==> config.mk <==
export PLATFORM = sky130hd
export DESIGN_NAME = trace_ring_seq
export DESIGN_NICKNAME = d
export VERILOG_FILES = /design/src/rtl/trace_ring_pkg.sv /design/src/rtl/trace_ring_fifo.sv /design/src/rtl/trace_ring_addr.sv /design/src/rtl/trace_ring_irq.sv /design/src/rtl/trace_ring_seq.sv
export SDC_FILE = /design/constraint.sdc
export NUM_CORES = 1
export LEC_CHECK = 0
export CORE_AREA = 2 2 171 173
export DETAILED_ROUTE_END_ITERATION = 10
export DIE_AREA = 0 0 173 175
export GPL_TIMING_DRIVEN = 0
export PLACE_DENSITY = 0.64
export SLEW_MARGIN = 20
export SYNTH_ARGS = -nofsm -noshare
export SYNTH_HDL_FRONTEND = slang
export SYNTH_HIERARCHICAL = 1
export SYNTH_SLANG_ARGS = --single-unit
==> constraint.sdc <==
create_clock -name clk -period 9.4 [get_ports clk]
set_input_delay 1.41 -clock clk [delete_from_list [all_inputs] [get_ports clk]]
set_output_delay 1.41 -clock clk [all_outputs]
set_load 0.1 [all_outputs]
==> src/rtl/trace_ring_pkg.sv <==
package trace_ring_pkg;
    localparam int SEL_W = 4;

    localparam logic [SEL_W-1:0] SEL_START  = 4'd0;
    localparam logic [SEL_W-1:0] SEL_END    = 4'd1;
    localparam logic [SEL_W-1:0] SEL_CUR    = 4'd2;
    localparam logic [SEL_W-1:0] SEL_REWIND = 4'd3;
    localparam logic [SEL_W-1:0] SEL_STATUS = 4'd4;
    localparam logic [SEL_W-1:0] SEL_IEN    = 4'd5;
    localparam logic [SEL_W-1:0] SEL_IRAW   = 4'd6;
    localparam logic [SEL_W-1:0] SEL_ICLR   = 4'd7;
    localparam logic [SEL_W-1:0] SEL_CTRL   = 4'd8;

    localparam int NUM_IRQ = 2;
    localparam int IRQ_OVF  = 0;
    localparam int IRQ_FULL = 1;

    typedef enum logic {
        ST_RUN  = 1'b0,
        ST_STOP = 1'b1
    } seq_state_t;
endpackage

==> src/rtl/trace_ring_fifo.sv <==
module trace_ring_fifo #(
    parameter int DW    = 32,
    parameter int DEPTH = 4
) (
    input  logic          clk,
    input  logic          rst_n,
    input  logic          push_req,
    input  logic [DW-1:0] push_data,
    input  logic          pop,
    output logic [DW-1:0] head,
    output logic          empty,
    output logic          full,
    output logic          overflow
);
    localparam int PW = (DEPTH > 1) ? $clog2(DEPTH) : 1;
    localparam int CW = $clog2(DEPTH + 1);
    localparam logic [PW-1:0] LAST_IDX = PW'(DEPTH - 1);
    localparam logic [CW-1:0] FULL_CNT = CW'(DEPTH);

    logic [DW-1:0] store [DEPTH];
    logic [PW-1:0] wr_ptr, rd_ptr;
    logic [CW-1:0] count;
    logic          do_push, do_pop;

    assign empty    = (count == '0);
    assign full     = (count == FULL_CNT);
    assign overflow = push_req && full;
    assign do_push  = push_req && !full;
    assign do_pop   = pop && !empty;
    assign head     = store[rd_ptr];

    always_ff @(posedge clk) begin
        if (!rst_n) begin
            wr_ptr <= '0;
            rd_ptr <= '0;
            count  <= '0;
        end else begin
            if (do_push) begin
                wr_ptr <= (wr_ptr == LAST_IDX) ? '0 : wr_ptr + 1'b1;
            end
            if (do_pop) begin
                rd_ptr <= (rd_ptr == LAST_IDX) ? '0 : rd_ptr + 1'b1;
            end
            unique case ({do_push, do_pop})
                2'b10:   count <= count + 1'b1;
                2'b01:   count <= count - 1'b1;
                default: count <= count;
            endcase
        end
    end

    always_ff @(posedge clk) begin
        if (do_push) begin
            store[wr_ptr] <= push_data;
        end
    end
endmodule

==> src/rtl/trace_ring_addr.sv <==
module trace_ring_addr
    import trace_ring_pkg::*;
#(
    parameter int AW   = 32,
    parameter int STEP = 4
) (
    input  logic          clk,
    input  logic          rst_n,
    input  logic [AW-1:0] win_start,
    input  logic [AW-1:0] win_end,
    input  logic          loop_mode,
    input  logic          rewind,
    input  logic          fifo_empty,
    input  logic          mem_ready,
    output logic [AW-1:0] cur_addr,
    output logic          mem_valid,
    output logic          pop,
    output logic          full_evt,
    output logic          stopped
);
    seq_state_t    state_q, state_d;
    logic [AW-1:0] cur_d;
    logic          is_last;

    assign is_last = ({1'b0, cur_addr} + (AW+1)'(STEP)) > {1'b0, win_end};

    always_ff @(posedge clk) begin
        if (!rst_n) begin
            state_q  <= ST_RUN;
            cur_addr <= '0;
        end else begin
            state_q  <= state_d;
            cur_addr <= cur_d;
        end
    end

    always_comb begin
        state_d   = state_q;
        cur_d     = cur_addr;
        mem_valid = 1'b0;
        pop       = 1'b0;
        full_evt  = 1'b0;
        stopped   = 1'b0;
        unique case (state_q)
            ST_RUN: begin
                mem_valid = !fifo_empty;
                pop       = mem_valid && mem_ready;
                if (pop) begin
                    if (is_last) begin
                        full_evt = 1'b1;
                        if (loop_mode) begin
                            cur_d = win_start;
                        end else begin
                            state_d = ST_STOP;
                        end
                    end else begin
                        cur_d = cur_addr + AW'(STEP);
                    end
                end
            end
            ST_STOP: begin
                stopped = 1'b1;
            end
            default: begin
                state_d = ST_RUN;
            end
        endcase
        if (rewind) begin
            cur_d   = win_start;
            state_d = ST_RUN;
        end
    end
endmodule

==> src/rtl/trace_ring_irq.sv <==
module trace_ring_irq #(
    parameter int N = 2
) (
    input  logic         clk,
    input  logic         rst_n,
    input  logic [N-1:0] set,
    input  logic [N-1:0] clr,
    input  logic [N-1:0] en,
    output logic [N-1:0] raw,
    output logic         irq
);
    for (genvar i = 0; i < N; i++) begin : g_src
        always_ff @(posedge clk) begin
            if (!rst_n) begin
                raw[i] <= 1'b0;
            end else if (set[i]) begin
                raw[i] <= 1'b1;
            end else if (clr[i]) begin
                raw[i] <= 1'b0;
            end
        end
    end

    assign irq = |(raw & en);
endmodule

==> src/rtl/trace_ring_seq.sv <==
module trace_ring_seq
    import trace_ring_pkg::*;
#(
    parameter int AW    = 32,
    parameter int DW    = 32,
    parameter int DEPTH = 4
) (
    input  logic             clk,
    input  logic             rst_n,
    input  logic             enc_valid,
    input  logic [DW-1:0]    enc_data,
    output logic             mem_valid,
    input  logic             mem_ready,
    output logic [AW-1:0]    mem_addr,
    output logic [DW-1:0]    mem_data,
    input  logic             reg_we,
    input  logic [SEL_W-1:0] reg_sel,
    input  logic [31:0]      reg_wdata,
    output logic [31:0]      reg_rdata,
    output logic             irq
);
    localparam int STEP = DW / 8;

    logic [AW-1:0]      start_q, end_q, cur_addr;
    logic [NUM_IRQ-1:0] en_q, raw_q, irq_set, irq_clr;
    logic               loop_q;
    logic               rewind, pop, full_evt, stopped;
    logic               fifo_empty, fifo_full, fifo_ovf;

    assign rewind  = reg_we && (reg_sel == SEL_REWIND) && reg_wdata[0];
    assign irq_clr = (reg_we && (reg_sel == SEL_ICLR)) ? reg_wdata[NUM_IRQ-1:0] : '0;

    always_ff @(posedge clk) begin
        if (!rst_n) begin
            start_q <= '0;
            end_q   <= '1;
            en_q    <= '0;
            loop_q  <= 1'b1;
        end else if (reg_we) begin
            unique case (reg_sel)
                SEL_START: start_q <= reg_wdata[AW-1:0];
                SEL_END:   end_q   <= reg_wdata[AW-1:0];
                SEL_IEN:   en_q    <= reg_wdata[NUM_IRQ-1:0];
                SEL_CTRL:  loop_q  <= reg_wdata[0];
                default:   ;
            endcase
        end
    end

    trace_ring_fifo #(.DW(DW), .DEPTH(DEPTH)) u_fifo (
        .clk       (clk),
        .rst_n     (rst_n),
        .push_req  (enc_valid),
        .push_data (enc_data),
        .pop       (pop),
        .head      (mem_data),
        .empty     (fifo_empty),
        .full      (fifo_full),
        .overflow  (fifo_ovf)
    );

    trace_ring_addr #(.AW(AW), .STEP(STEP)) u_addr (
        .clk        (clk),
        .rst_n      (rst_n),
        .win_start  (start_q),
        .win_end    (end_q),
        .loop_mode  (loop_q),
        .rewind     (rewind),
        .fifo_empty (fifo_empty),
        .mem_ready  (mem_ready),
        .cur_addr   (cur_addr),
        .mem_valid  (mem_valid),
        .pop        (pop),
        .full_evt   (full_evt),
        .stopped    (stopped)
    );

    always_comb begin
        irq_set           = '0;
        irq_set[IRQ_OVF]  = fifo_ovf;
        irq_set[IRQ_FULL] = full_evt;
    end

    trace_ring_irq #(.N(NUM_IRQ)) u_irq (
        .clk   (clk),
        .rst_n (rst_n),
        .set   (irq_set),
        .clr   (irq_clr),
        .en    (en_q),
        .raw   (raw_q),
        .irq   (irq)
    );

    assign mem_addr = cur_addr;

    always_comb begin
        reg_rdata = '0;
        unique case (reg_sel)
            SEL_START:  reg_rdata[AW-1:0]      = start_q;
            SEL_END:    reg_rdata[AW-1:0]      = end_q;
            SEL_CUR:    reg_rdata[AW-1:0]      = cur_addr;
            SEL_STATUS: reg_rdata[2:0]         = {stopped, fifo_full, fifo_empty};
            SEL_IEN:    reg_rdata[NUM_IRQ-1:0] = en_q;
            SEL_IRAW:   reg_rdata[NUM_IRQ-1:0] = raw_q;
            SEL_CTRL:   reg_rdata[0]           = loop_q;
            default:    reg_rdata              = '0;
        endcase
    end
endmodule

==> impl_metrics.csv <==
group,metric,value,unit
floorplan,coreArea,28400,sq um
place,dp_hpwl,25300,um
floorplan,rows,62,
finish,multiInputGateArea,4930,sq um
logic_synthesis,synthTopCellsByArea,"edfxtp_1, dfxtp_1, mux4_2",
finish,fin_util,52.5,%
place,numPortBuffers,169,
logic_synthesis,synth_top_area_share,32.7,%
place,routabilityCongestion,0.905,
logic_synthesis,syn_nets,1174,
finish,seqCellArea,6070,sq um
pwr,p_int,0.00204,W
grt,overflow,0,
hold_path,hold_path.class,"reg2reg",
logic_synthesis,synth_top_area_cell,"edfxtp_1",
logic_synthesis,synth_ff_type,"edfxtp_1",
drt,wirelength,34900,um
pwr,p_comb_share,29.2,%
grt,grt_max_degree,24,
worst_setup_path,rrSetupSlack,3.93,ns
floorplan,dieArea,30300,sq um
worst_setup_path,cp.required,7.99,ns
floorplan,ios,171,
clock_tree,tritoncts,"yes",
logic_synthesis,yosysMostFrequentCell,"edfxtp_1",
worst_setup_path,endpoint_kind,"primary output",
clock_tree,path_clk_slew,0.06,ns
logic_synthesis,ys_seq_elements,239,
floorplan,die_y,175,um
timing,hold_viol_final,0,
hold_path,hold_depth,2,
clock_tree,post_cts_resized,0,
place,pre_cts_ws,3.40,ns
drt,first_pass_iters,6,
worst_setup_path,crit_fanout,10,
worst_setup_path,startpoint_type,"input pin",
clock_tree,htree_levels,1,
pwr,ir_worst_vdd,0.130,mV
logic_synthesis,synthDistinctLibCells,67,
worst_setup_path,r2r_cells,15,
grt,grt_util_all_layers,22.7,%
logic_synthesis,synth_edf_count,128,
place,dp.cells,1619,
pwr,power_frac_seq,38.0,%
timing,worstMarginPinSlew,1.07,ns
drt,drt_iter0_drc,1018,
drt,routed_via_density,5.69,
logic_synthesis,ys_async_sr_fraction,0,%
worst_setup_path,reg2reg_to,"u_addr/cur_addr[4]",
clock_tree,clock_latency,0.55,ns
timing,slew_headroom,28.6,%
floorplan,initial_utilization,41.4,%
finish,area_delta_synth_final,26.9,%
clock_tree,clockRootBuffer,"clkbuf_16",
logic_synthesis,synth_common_cells,"edfxtp_1, nand3_1, dfxtp_1",
timing,finalSetupViolCount,0,
clock_tree,post_cts.repair.setup_buffers,0,
logic_synthesis,synth_area_per_cell,11.1,sq um
floorplan,die_x,173,um
pwr,switching_share,35.0,%
worst_setup_path,reg2reg_from,"u_addr/cur_addr[2]",
clock_tree,clk_path_buf_depth,3,
hold_path,min_from,"start_q[31]",
flow_run,cap_violations,0,
finish,antenna_cells,0,
clock_tree,cts_hold_buffers,0,
timing,final.setup.worst_slack,3.30,ns
timing,max_freq,164,MHz
timing,period_minus_slack,6.10,ns
worst_setup_path,crit_arrival,4.69,ns
worst_setup_path,criticalPathCategory,"in2out",
drt,ant_nets,0,
timing,finalCritPeriodShare,64.9,%
clock_tree,cts_sinks,239,
grt,grt_pass1_wl,53700,um
finish,n_fill_cell,2516,
grt,grt_pass1_vias,9237,
logic_synthesis,syn-instance-count,1061,
logic_synthesis,synth_warnings,6,
worst_setup_path,startpoint,"reg_sel[0]",
drt,wl_per_cell,20.9,um
timing,skew,0.0118,ns
logic_synthesis,synth_area,11700,sq um
run_status,status,"completed",
drt,num_vias,9476,
pwr,leakage,5.67,nW
pwr,total_power,0.00314,W
finish,final_nets,1377,
finish,layout-drive-gt1-share,11.3,%
grt,antenna_found_initial,0,
timing,finalSetupTns,0,ns
drt,drc,0,
pwr,powerDensity,211,nW/um^2
timing,maxSlewViolCount,0,
clock_tree,cts_buffers,27,
hold_path,worst_hold_path.endpoint,"start_q[31]",
logic_synthesis,ys_seq_area_share,51.6,%
pwr,power_switching,0.00110,W
timing,rsz0062_at_grt,"false",
pwr,power_frac_clock,32.8,%
finish,fin_cells,1666,
==> per-stage QoR <==
step | hold slack, ns | instance area [sq um]
final | 0.496 | 14900
after global routing | 0.519 | 14900
after global placement | 0.478 | 13900
after detailed placement | 0.488 | 14000
after CTS | 0.495 | 14900
after floorplan | 0.460 | 11700
==> critical path, cell delays in order <==
cell and delay, ns:
clkdlybuf4s50_1 0.44, buf_2 0.19, nor4b_2 0.37, clkbuf_1 0.69
a222oi_1 0.32, inv_1 0.13, clkdlybuf4s50_1 1.14
==> per-layer routing <==
metal	wire, um	up-vias	global-route usage (%)
met1	14300	4570	30.5
li1	-	4401	-
met4	900	0	7.17
met2	16700	441	37.7
met5	0	-	0
met3	2940	64	3.55
==> power groups by stage <==
stage | Sequential [W] | Combinational (W) | Clock, W
final | 0.00119 | 0.000915 | 0.00103
after global routing | 0.00120 | 0.000953 | 0.00110
after CTS | 0.00119 | 0.000913 | 0.00105
after detailed placement | 0.00122 | 0.000912 | 0
after global placement | 0.00121 | 0.000895 | 0
after floorplan | 0.00123 | 0.000640 | 0
==> area by class of cell <==
type / count / share of cell area, %
clock buffers: 33 / 4.88
well taps: 384 / 3.22
flip-flops and latches: 239 / 40.7
inverters: 78 / 1.96
multi-input cells: 666 / 33.1
plain buffers: 78 / 3.15
clock inverters: 14 / 0.973
repair buffers: 174 / 12.1
==> flip-flops by register name, summed over array words and instances, names as in the netlist, named ones only <==
| name | cells |
|---|---|
| end_q | 32 |
| u_addr/state_q | 1 |
| start_q | 32 |
| u_fifo/store | 128 |
| u_fifo/count | 3 |
| u_irq/raw | 2 |
| u_fifo/wr_ptr | 2 |
| u_fifo/rd_ptr | 2 |
| u_addr/cur_addr | 32 |
| loop_q | 1 |
| en_q | 2 |
==> how the worst max path moves through the flow <==
stage	endpoint	depth (start not counted)	slack, ns
after global routing	reg_rdata[9]	7	3.25
after detailed placement	reg_rdata[9]	7	3.40
after floorplan	reg_rdata[0]	5	2.61
after CTS	reg_rdata[9]	7	3.39
after global placement	reg_rdata[3]	7	3.45
final	reg_rdata[9]	7	3.30
==> layout by cell type, fill, tap and decap left out, types with 4 or more instances in the layout <==
cell | netlist | routed
clkdlybuf4s50_1 | 0 | 169
edfxtp_1 | 128 | 128
nand3_1 | 121 | 121
dfxtp_1 | 111 | 111
inv_1 | 77 | 77
a21oi_1 | 64 | 64
o21ai_1 | 50 | 50
nand2_1 | 45 | 45
o21ai_0 | 40 | 40
ha_1 | 39 | 39
clkbuf_1 | 34 | 37
mux4_2 | 31 | 31
a222oi_1 | 29 | 29
buf_2 | 27 | 28
nor2_1 | 28 | 28
clkbuf_16 | 0 | 27
mux2i_1 | 22 | 22
xnor2_1 | 20 | 20
nand4_1 | 17 | 17
nor3_1 | 13 | 13
buf_6 | 11 | 11
xor2_1 | 10 | 10
o31ai_1 | 10 | 10
o22ai_1 | 10 | 10
and2_1 | 13 | 9
a21o_1 | 9 | 9
nor2b_1 | 6 | 6
clkinv_2 | 0 | 6
and3_1 | 6 | 6
and4_1 | 6 | 6
nor4_1 | 6 | 5
nand2b_1 | 5 | 5
o21a_1 | 5 | 5
a211oi_1 | 4 | 4
buf_12 | 3 | 4
and2_2 | 0 | 4
==> kinds of logic after synthesis <==
kind of cell / synth area share (%)
adders and majority gates: 4.32
xor gates and xnor gates: 2.24
buffers and inverters: 6.49
muxes: 8.55
and+or+nand+nor: 13.8
DFF: 51.6
AOI/OAI and AO/OA: 13.0
Power figures use the tool's default switching activity.
